[config.mk]
export PLATFORM = sky130hd
export DESIGN_NAME = irq_steer_router
export DESIGN_NICKNAME = d
export VERILOG_FILES = /design/src/rtl/irq_router_pkg.sv /design/src/rtl/irq_cfg_file.sv /design/src/rtl/irq_route_decode.sv /design/src/rtl/irq_out_reg.sv /design/src/rtl/irq_steer_router.sv
export SDC_FILE = /design/constraint.sdc
export NUM_CORES = 1
export LEC_CHECK = 0
export ABC_AREA = 0
export BUFFER_PORTS_ARGS = -buffer_cell sky130_fd_sc_hd__buf_2
export CELL_PAD_IN_SITES_DETAIL_PLACEMENT = 1
export CELL_PAD_IN_SITES_GLOBAL_PLACEMENT = 2
export CORE_AREA = 10 10 140 270
export CTS_CLUSTER_DIAMETER = 80
export DETAILED_ROUTE_END_ITERATION = 6
export DIE_AREA = 0 0 150 280
export PLACE_DENSITY = 0.87
export SETUP_SLACK_MARGIN = 0.5
export SKIP_LAST_GASP = 1
export SLEW_MARGIN = 10
export SYNTH_ARGS = -nofsm -noshare
export SYNTH_HDL_FRONTEND = slang
export SYNTH_HIERARCHICAL = 1
export SYNTH_SLANG_ARGS = --single-unit
[constraint.sdc]
create_clock -name clk -period 13.5 [get_ports clk]
set_clock_uncertainty 0.2 [all_clocks]
set_input_delay 0.675 -clock clk [delete_from_list [all_inputs] [get_ports clk]]
set_output_delay 0.675 -clock clk [all_outputs]
set_load 0.01 [all_outputs]
[src/rtl/irq_router_pkg.sv]
package irq_router_pkg;
  localparam int unsigned IRQ_LINES = 16;
  localparam int unsigned PINS_PER_SLOT = 4;

  typedef logic [7:0] byte_t;

  localparam byte_t ADDR_ROUTE     = 8'h00;
  localparam byte_t ADDR_CHAN_IRQ  = 8'h20;
  localparam byte_t ADDR_CHAN_MODE = 8'h30;
  localparam byte_t ADDR_SRC_IRQ   = 8'h40;
  localparam byte_t ADDR_SRC_EN    = 8'h50;
  localparam byte_t IRQ_OFF        = 8'h80;
  localparam byte_t RD_NONE        = 8'hFF;

  typedef enum logic {
    SENSE_EDGE  = 1'b0,
    SENSE_LEVEL = 1'b1
  } sense_e;
endpackage

[src/rtl/irq_cfg_file.sv]
module irq_cfg_file
  import irq_router_pkg::*;
#(
  parameter int unsigned NUM_SLOTS = 4,
  parameter int unsigned NUM_CHAN  = 4,
  parameter int unsigned NUM_SRC   = 2
) (
  input  logic                              clk,
  input  logic                              rst_n,
  input  logic                              cfg_we,
  input  byte_t                             cfg_addr,
  input  byte_t                             cfg_wdata,
  output byte_t                             cfg_rdata,
  output logic [NUM_SLOTS*PINS_PER_SLOT-1:0][7:0] route_o,
  output logic [NUM_CHAN-1:0][7:0]          chan_irq_o,
  output logic [NUM_CHAN-1:0]               chan_lvl_o,
  output logic [NUM_SRC-1:0][7:0]           src_irq_o,
  output logic [NUM_SRC-1:0]                src_en_o
);
  localparam int unsigned NPIN = NUM_SLOTS * PINS_PER_SLOT;

  logic [NPIN-1:0][7:0]     route_q, route_d;
  logic [NUM_CHAN-1:0][7:0] chan_irq_q, chan_irq_d;
  logic [NUM_CHAN-1:0]      chan_lvl_q, chan_lvl_d;
  logic [NUM_SRC-1:0][7:0]  src_irq_q, src_irq_d;
  logic [NUM_SRC-1:0]       src_en_q, src_en_d;

  // Next-state: one decoded write per entry.
  always_comb begin
    route_d    = route_q;
    chan_irq_d = chan_irq_q;
    chan_lvl_d = chan_lvl_q;
    src_irq_d  = src_irq_q;
    src_en_d   = src_en_q;
    for (int i = 0; i < int'(NPIN); i++)
      if (cfg_addr == ADDR_ROUTE + 8'(i)) route_d[i] = cfg_wdata;
    for (int c = 0; c < int'(NUM_CHAN); c++) begin
      if (cfg_addr == ADDR_CHAN_IRQ + 8'(c))  chan_irq_d[c] = cfg_wdata;
      if (cfg_addr == ADDR_CHAN_MODE + 8'(c)) chan_lvl_d[c] = cfg_wdata[0];
    end
    for (int m = 0; m < int'(NUM_SRC); m++) begin
      if (cfg_addr == ADDR_SRC_IRQ + 8'(m)) src_irq_d[m] = cfg_wdata;
      if (cfg_addr == ADDR_SRC_EN + 8'(m))  src_en_d[m]  = cfg_wdata[0];
    end
  end

  // Registers, enabled by the write strobe.
  always_ff @(posedge clk or negedge rst_n) begin
    if (!rst_n) begin
      route_q    <= '0;
      chan_irq_q <= {NUM_CHAN{IRQ_OFF}};
      chan_lvl_q <= {NUM_CHAN{SENSE_LEVEL}};
      src_irq_q  <= {NUM_SRC{IRQ_OFF}};
      src_en_q   <= '0;
    end else if (cfg_we) begin
      route_q    <= route_d;
      chan_irq_q <= chan_irq_d;
      chan_lvl_q <= chan_lvl_d;
      src_irq_q  <= src_irq_d;
      src_en_q   <= src_en_d;
    end
  end

  // Read-back multiplexer.
  always_comb begin
    cfg_rdata = RD_NONE;
    for (int i = 0; i < int'(NPIN); i++)
      if (cfg_addr == ADDR_ROUTE + 8'(i)) cfg_rdata = route_q[i];
    for (int c = 0; c < int'(NUM_CHAN); c++) begin
      if (cfg_addr == ADDR_CHAN_IRQ + 8'(c))  cfg_rdata = chan_irq_q[c];
      if (cfg_addr == ADDR_CHAN_MODE + 8'(c)) cfg_rdata = {7'b0, chan_lvl_q[c]};
    end
    for (int m = 0; m < int'(NUM_SRC); m++) begin
      if (cfg_addr == ADDR_SRC_IRQ + 8'(m)) cfg_rdata = src_irq_q[m];
      if (cfg_addr == ADDR_SRC_EN + 8'(m))  cfg_rdata = {7'b0, src_en_q[m]};
    end
  end

  assign route_o    = route_q;
  assign chan_irq_o = chan_irq_q;
  assign chan_lvl_o = chan_lvl_q;
  assign src_irq_o  = src_irq_q;
  assign src_en_o   = src_en_q;

  // without a strobe no table moves.
  p_tables_hold_r2: assert property (@(posedge clk) disable iff (!rst_n)
    !cfg_we |=> ($stable(route_q) && $stable(chan_irq_q) && $stable(chan_lvl_q)
                 && $stable(src_irq_q) && $stable(src_en_q)));

  // a write to channel 0 sensitivity lands on the next edge.
  p_mode_write_r2: assert property (@(posedge clk) disable iff (!rst_n)
    (cfg_we && cfg_addr == ADDR_CHAN_MODE) |=> (chan_lvl_q[0] == $past(cfg_wdata[0])));
endmodule

[src/rtl/irq_route_decode.sv]
module irq_route_decode
  import irq_router_pkg::*;
#(
  parameter int unsigned NUM_SLOTS  = 4,
  parameter int unsigned NUM_CHAN   = 4,
  parameter int unsigned NUM_SRC    = 2,
  parameter int unsigned NUM_DIRECT = 20
) (
  input  logic [NUM_SLOTS*PINS_PER_SLOT-1:0][7:0] route_i,
  input  logic [NUM_CHAN-1:0][7:0]          chan_irq_i,
  input  logic [NUM_CHAN-1:0]               chan_lvl_i,
  input  logic [NUM_SRC-1:0][7:0]           src_irq_i,
  input  logic [NUM_SRC-1:0]                src_en_i,
  input  logic [NUM_SLOTS*PINS_PER_SLOT-1:0] pin_req_i,
  input  logic [NUM_SRC-1:0]                src_req_i,
  input  logic [NUM_SRC-1:0]                src_lvl_i,
  input  logic [NUM_DIRECT-1:0]             dir_req_i,
  output logic [IRQ_LINES-1:0]              hit_o,
  output logic [IRQ_LINES-1:0]              lvl_o
);
  localparam int unsigned NPIN = NUM_SLOTS * PINS_PER_SLOT;

  always_comb begin
    hit_o = '0;
    lvl_o = '0;
    // Steered slot pins: sensitivity always from the channel.
    for (int i = 0; i < int'(NPIN); i++) begin
      for (int c = 0; c < int'(NUM_CHAN); c++) begin
        if (pin_req_i[i] && (route_i[i] == 8'(c + 1)) && (chan_irq_i[c][7:4] == 4'h0)) begin
          hit_o[chan_irq_i[c][3:0]] = 1'b1;
          if (chan_lvl_i[c]) lvl_o[chan_irq_i[c][3:0]] = 1'b1;
        end
      end
    end
    // Motherboard sources: gated by enable, sensitivity from requester.
    for (int m = 0; m < int'(NUM_SRC); m++) begin
      if (src_req_i[m] && src_en_i[m] && (src_irq_i[m][7:4] == 4'h0)) begin
        hit_o[src_irq_i[m][3:0]] = 1'b1;
        if (src_lvl_i[m]) lvl_o[src_irq_i[m][3:0]] = 1'b1;
      end
    end
    // Direct lines: low four bits of the index, edge only.
    for (int d = 0; d < int'(NUM_DIRECT); d++)
      if (dir_req_i[d]) hit_o[d % int'(IRQ_LINES)] = 1'b1;
  end
endmodule

[src/rtl/irq_out_reg.sv]
module irq_out_reg
  import irq_router_pkg::*;
(
  input  logic                 clk,
  input  logic                 rst_n,
  input  logic [IRQ_LINES-1:0] hit_i,
  input  logic [IRQ_LINES-1:0] lvl_i,
  output logic [IRQ_LINES-1:0] irq_req_o,
  output logic [IRQ_LINES-1:0] irq_lvl_o
);
  logic [IRQ_LINES-1:0] req_q, req_d;
  logic [IRQ_LINES-1:0] lvl_q, lvl_d;

  always_comb begin
    req_d = hit_i;
    lvl_d = lvl_i & hit_i;
  end

  always_ff @(posedge clk or negedge rst_n) begin
    if (!rst_n) begin
      req_q <= '0;
      lvl_q <= '0;
    end else begin
      req_q <= req_d;
      lvl_q <= lvl_d;
    end
  end

  assign irq_req_o = req_q;
  assign irq_lvl_o = lvl_q;

  // a level mark only ever accompanies a request.
  p_lvl_needs_req_r10: assert property (@(posedge clk) disable iff (!rst_n)
    ((irq_lvl_o & ~irq_req_o) == '0));
endmodule

[src/rtl/irq_steer_router.sv]
module irq_steer_router
  import irq_router_pkg::*;
#(
  parameter int unsigned NUM_SLOTS  = 4,
  parameter int unsigned NUM_CHAN   = 4,
  parameter int unsigned NUM_SRC    = 2,
  parameter int unsigned NUM_DIRECT = 20
) (
  input  logic                               clk,
  input  logic                               rst_n,
  input  logic                               cfg_we,
  input  logic [7:0]                         cfg_addr,
  input  logic [7:0]                         cfg_wdata,
  output logic [7:0]                         cfg_rdata,
  input  logic [NUM_SLOTS*4-1:0]             pin_req,
  input  logic [NUM_SRC-1:0]                 src_req,
  input  logic [NUM_SRC-1:0]                 src_lvl,
  input  logic [NUM_DIRECT-1:0]              dir_req,
  output logic [15:0]                        irq_req,
  output logic [15:0]                        irq_lvl
);
  localparam int unsigned NPIN = NUM_SLOTS * PINS_PER_SLOT;

  // Reset: asserts asynchronously, releases on a clock edge.
  logic rst_meta_q, rst_sync_q;
  always_ff @(posedge clk or negedge rst_n) begin
    if (!rst_n) begin
      rst_meta_q <= 1'b0;
      rst_sync_q <= 1'b0;
    end else begin
      rst_meta_q <= 1'b1;
      rst_sync_q <= rst_meta_q;
    end
  end

  logic [NPIN-1:0][7:0]     route_w;
  logic [NUM_CHAN-1:0][7:0] chan_irq_w;
  logic [NUM_CHAN-1:0]      chan_lvl_w;
  logic [NUM_SRC-1:0][7:0]  src_irq_w;
  logic [NUM_SRC-1:0]       src_en_w;
  logic [IRQ_LINES-1:0]     hit_w, lvl_w;

  irq_cfg_file #(
    .NUM_SLOTS(NUM_SLOTS), .NUM_CHAN(NUM_CHAN), .NUM_SRC(NUM_SRC)
  ) u_cfg (
    .clk        (clk),
    .rst_n      (rst_sync_q),
    .cfg_we     (cfg_we),
    .cfg_addr   (cfg_addr),
    .cfg_wdata  (cfg_wdata),
    .cfg_rdata  (cfg_rdata),
    .route_o    (route_w),
    .chan_irq_o (chan_irq_w),
    .chan_lvl_o (chan_lvl_w),
    .src_irq_o  (src_irq_w),
    .src_en_o   (src_en_w)
  );

  irq_route_decode #(
    .NUM_SLOTS(NUM_SLOTS), .NUM_CHAN(NUM_CHAN),
    .NUM_SRC(NUM_SRC), .NUM_DIRECT(NUM_DIRECT)
  ) u_dec (
    .route_i    (route_w),
    .chan_irq_i (chan_irq_w),
    .chan_lvl_i (chan_lvl_w),
    .src_irq_i  (src_irq_w),
    .src_en_i   (src_en_w),
    .pin_req_i  (pin_req),
    .src_req_i  (src_req),
    .src_lvl_i  (src_lvl),
    .dir_req_i  (dir_req),
    .hit_o      (hit_w),
    .lvl_o      (lvl_w)
  );

  irq_out_reg u_out (
    .clk       (clk),
    .rst_n     (rst_sync_q),
    .hit_i     (hit_w),
    .lvl_i     (lvl_w),
    .irq_req_o (irq_req),
    .irq_lvl_o (irq_lvl)
  );

  // with no request of any kind, nothing is asserted next cycle.
  p_idle_quiet_r10: assert property (@(posedge clk) disable iff (!rst_sync_q)
    (pin_req == '0 && src_req == '0 && dir_req == '0) |=> (irq_req == '0));

  // direct requests alone never mark a line level-sensitive.
  p_direct_edge_r7: assert property (@(posedge clk) disable iff (!rst_sync_q)
    (pin_req == '0 && src_req == '0) |=> (irq_lvl == '0));

  // requests only from disabled motherboard sources produce nothing.
  p_src_disabled_r6: assert property (@(posedge clk) disable iff (!rst_sync_q)
    (pin_req == '0 && dir_req == '0 && (src_req & src_en_w) == '0) |=> (irq_req == '0));
endmodule

Yosys cells after proc, flatten, opt, wreduce, memory -nomap -nowiden
Cells that the tools add are included.
Widths: inputs -> output; s select.
- bits in registers: 216
- output and inout port bits: 40
- magnitude comparators: 12
- equal/unequal tests: 91
- muxes and demuxes: 258
- bitwise operators: 131
- reduce and logical (&&, ||, !) cells: 173
- operators with widths (cell ; count):
    $mux 16 ; 198
    $or 16x16->16 ; 130
    $eq 8x2->1 const B ; 34
    $mux 8 ; 28
    $eq 8x3->1 const B ; 20
    $logic_and 1x1->1 ; 138
    $eq 8x1->1 const B ; 17
    $eq 8x4->1 const B ; 8
    $eq 8x6->1 const B ; 8
    $reduce_and 2->1 ; 28
    $eq 8x7->1 const B ; 4
    $lt 4x5->1 const B ; 6
    $mux 1 ; 26
    $demux 1 s4 ; 6
    $ge 4x1->1 const B ; 6
    $logic_not 4->1 ; 6
    $and 16x16->16 ; 1
    $logic_not 8->1 ; 1

Longest topological paths before layout
- depth in word-level cells: 202
- gate-level depth with buffers: 10
- depth with buffers taken out: 8

By module
The synthesis kept the hierarchy.
- by module, submodules not included (module ; times used ; cells an instance ; area an instance (sq um) ; seq. area each (sq um)):
    irq_cfg_file ; 1 ; 796 ; 9485.3 ; 4566.9
    irq_route_decode ; 1 ; 586 ; 3751.1 ; 0.0
    irq_out_reg ; 1 ; 48 ; 900.9 ; 800.8
    irq_steer_router ; 1 ; 3 ; 53.8 ; 50.0

Worst setup path after synthesis
OpenSTA, ideal clock, no wires.
- path kind: input -> output
- start: in cfg_addr[7]
- end: out cfg_rdata[4]
- arrival time: 2.222 ns
- setup slack: 10.403 ns
- stages on the path: 8
- cell sequence: buf_4 > or4_4 > buf_6 > a2bb2oi_1 > nor3_1 > a2bb2oi_1 > a221oi_2 > nor3_2
- longest elaborated chain between the ends: 29
- elaborated cells between the ends (all ways): 56
- those cells by class: eq/ne: 27; mux: 28; reduce/logical: 1
- ends and longest elaborated chain (element ; line ; text):
    from (decl) ; irq_steer_router.sv:12 ; input logic [7:0] cfg_addr,
    $logic_not 8->1 ; irq_cfg_file.sv:68 ; if (cfg_addr == ADDR_ROUTE + 8'(i)) cfg_rdata = route_q[i];
    $mux 8 (16 in series) ; irq_cfg_file.sv:68 ;
    $mux 8 ; irq_cfg_file.sv:70 ; if (cfg_addr == ADDR_CHAN_IRQ + 8'(c)) cfg_rdata = chan_irq_q[c];
    $mux 8 ; irq_cfg_file.sv:71 ; if (cfg_addr == ADDR_CHAN_MODE + 8'(c)) cfg_rdata = {7'b0, chan_lvl_q[c]};
    $mux 8 ; irq_cfg_file.sv:70 ;
    $mux 8 ; irq_cfg_file.sv:71 ;
    $mux 8 ; irq_cfg_file.sv:70 ;
    $mux 8 ; irq_cfg_file.sv:71 ;
    $mux 8 ; irq_cfg_file.sv:70 ;
    $mux 8 ; irq_cfg_file.sv:71 ;
    $mux 8 ; irq_cfg_file.sv:74 ; if (cfg_addr == ADDR_SRC_IRQ + 8'(m)) cfg_rdata = src_irq_q[m];
    $mux 8 ; irq_cfg_file.sv:75 ; if (cfg_addr == ADDR_SRC_EN + 8'(m)) cfg_rdata = {7'b0, src_en_q[m]};
    $mux 8 ; irq_cfg_file.sv:74 ;
    $mux 8 * ; irq_cfg_file.sv:75 ;
    to (decl) ; irq_steer_router.sv:14 ; output logic [7:0] cfg_rdata,
Every way passes the cells marked *; elsewhere a longest branch is shown, timed or not.

Worst setup path after layout
- start: in cfg_addr[1]
- end: out cfg_rdata[3]
Same word-level chain as after synthesis.

==> flow_metrics.py <==
metrics = {
    "placed_design": {
        "numPortBuffers": 98,
        "gp_congestion": 1.03,
        "dp_hpwl_um": 51600,
        "dp.cells": 1894,
        "placed_area_um2": 14900,
        "pre_cts_ws_ps": 9060,
    },
    "clock_tree": {
        "post_cts.repair.setup_buffers": 0,
        "cts_tree": "done",
        "cts_resized": 0,
        "cts_root_buffer": "clkbuf_16",
        "cts_hold_buffers": 1,
        "ctsLongestPathBuffers": 3,
        "cts_made_buffers": 22,
        "clock_latency_ps": 540,
        "cts.sinks": 216,
        "clk_pin_slew_ps": 60,
        "cts_max_level": 1,
    },
    "sta": {
        "period_needed_ps": 4530,
        "setup-violations-final": 0,
        "max-slew-margin-rel": 0.142,
        "hold_violations": 0,
        "worst_slack_ps": 8970,
        "fmax_ghz": 0.221,
        "finalSetupTns_ps": 0,
        "worstMarginPinSlew_ps": 1280,
        "slew_viol_final": 0,
        "rsz0062_at_grt": "no",
        "period_share": 0.336,
        "hold_ws_ps": 156,
    },
    "logic_synthesis": {
        "synth_seq_area_share": 0.382,
        "ys_warn_count": 6,
        "yosys-top-cells-area": "dfrtp_1, mux2_2, nand4_1",
        "synth_nets": 1492,
        "syn-cell-area_um2": 14200,
        "synth_top_area_frac": 0.363,
        "synth_seq_cells": 216,
        "syn_avg_cell_area_um2": 9.90,
        "ys_types": 108,
        "async_flop_share": 1.00,
        "netlist_instances": 1433,
        "synth_ff_type": "dfrtp_1",
        "yosys.area.top_type": "dfrtp_1",
        "synth_edf_count": 0,
    },
    "global_routing": {
        "gr-total-overflow": 0,
        "grt_pass1_vias": 14277,
        "grt_use_total": 0.324,
        "antenna_found_initial": 2,
        "grt_max_degree": 78,
        "grt_pass1_wl_um": 99600,
    },
    "critical_path": {
        "critPathRequiredTime_ps": 12620,
        "critical_path_class": "in2out",
        "crit_chain": "buf_2, buf_4, nor2_1, nand2_1, nor2_1, a221o_1, o21ai_0, a21oi_1, buf_2",
        "startpoint_type": "primary input",
        "crit_path_max_fanout": 65,
        "cp_slowest_cell": "nor2_1",
        "critPathMaxStageDelay_ps": 710,
        "cp-end-kind": "primary output",
        "arrival_ps": 3660,
    },
    "layout": {
        "final_layout_size_suffix_gt1_frac": 0.295,
        "design_area_um2": 15600,
        "areaGrowthSynthToFinish_pct": 9.98,
        "fillers": 3805,
        "final_cell_mix": "dfrtp_1, mux2_2, nor2_1",
        "layout_commonest_cell": "dfrtp_1",
        "layout.nets": 1542,
        "final_util": 0.466,
        "layout.cells.non_filler": 1935,
    },
    "flow_run": {
        "cap_violations": 0,
    },
    "route": {
        "drc": 0,
        "dr_total_vias": 13266,
        "wl_per_cell_um": 35.6,
        "drtIter0Drc": 1035,
        "wirelength_um": 69000,
        "via_per_inst": 6.86,
        "drtPass1Iterations": 7,
        "drtAntennaViolNets": 0,
    },
    "floorplanning": {
        "die-height_um": 280,
        "dieArea_um2": 42000,
        "fp.dieW_um": 150,
        "fp-row-count": 95,
        "initial_core_util": 0.423,
        "ios": 99,
        "design.core.area_um2": 33500,
    },
    "power_and_ir_drop": {
        "power_mw": 1.64,
        "ir_worst_vdd_mv": 0.107,
        "p_leak_nw": 6.60,
        "p_per_area_nw_per_um2": 105,
    },
    "status": {
        "status": "completed",
    },
    "worst_hold_path": {
        "min_path_type": "reg2reg",
    },
}
==> power by group <==
part | switching (mW) | total, mW | internal [mW]
registers | 0.0582 | 0.736 | 0.678
logic | 0.192 | 0.277 | 0.0847
clock network | 0.281 | 0.622 | 0.341
==> critical path: cells and delay by family <==
family | cells | cell delay (ps)
simple gates | 3 | 1510
compound gates | 3 | 820
buf+inv | 3 | 610
==> kinds of logic after synthesis <==
logic type | count (synthesis) | synth area share
simple gates | 599 | 0.250
mux | 215 | 0.175
other cells | 1 | 0.000264
compound gates | 299 | 0.154
flops | 216 | 0.382
buf+inv | 103 | 0.0384
==> synthesized netlist by cell type, drive strengths merged (17+ instances only) <==
| master | number |
|---|---|
| dfrtp | 206 |
| mux2 | 188 |
| nor2 | 111 |
| nand2 | 97 |
| nand3 | 83 |
| nand4 | 65 |
| a21oi | 59 |
| o21ai | 51 |
| buf | 47 |
| nor2b | 43 |
| clkbuf | 38 |
| nor3 | 32 |
| and2 | 29 |
| o22ai | 28 |
| nor4 | 27 |
| a31oi | 25 |
| nand2b | 21 |
| mux2i | 19 |
| inv | 17 |
| nor3b | 17 |
==> state kept, by name (all words and copies together) (netlist names) <==
signal,cells
u_cfg/src_en_o,2
rst_sync_q,1
u_cfg/chan_irq_o,32
u_cfg/route_o,128
u_cfg/chan_lvl_o,4
u_out/irq_req_o,16
u_cfg/src_irq_o,16
u_out/irq_lvl_o,16
rst_meta_q,1
==> worst paths after layout <==
| kind | cells past startpoint | endpoint | slack, ps | start |
|---|---|---|---|---|
| max in group asynchronous | 1 | u_cfg/route_o[119] | 11310 | rst_sync_q |
| worst min-delay path | 0 | rst_sync_q | 160 | rst_meta_q |
| min in group asynchronous | 0 | u_cfg/route_o[13] | 250 | rst_sync_q |
| worst min register to register | 0 | rst_sync_q | 160 | rst_meta_q |
| worst max-delay path | 9 | cfg_rdata[3] | 8970 | cfg_addr[1] |
| worst max register to register | 8 | u_out/irq_lvl_o[14] | 9540 | u_cfg/chan_irq_o[29] |
==> per-layer routing <==
layer	vias up	wire length (um)	GRT usage
met5	-	0	0
met4	0	7620	0.306
met3	312	3860	0.0494
met2	654	35500	0.572
met1	6699	22000	0.308
li1	5601	-	-
==> area by class of cell <==
type	count	area, um2	share of cell area
clock buffers	30	652	0.0418
inverters	17	63.8	0.00409
flip-flops and latches	216	5420	0.347
clock inverters	9	66.3	0.00425
repair buffers	112	601	0.0385
well taps	436	546	0.0350
diodes	1	2.50	0.000160
multi-input cells	1114	8260	0.529
No activity file was read; power rests on OpenSTA's default activity.
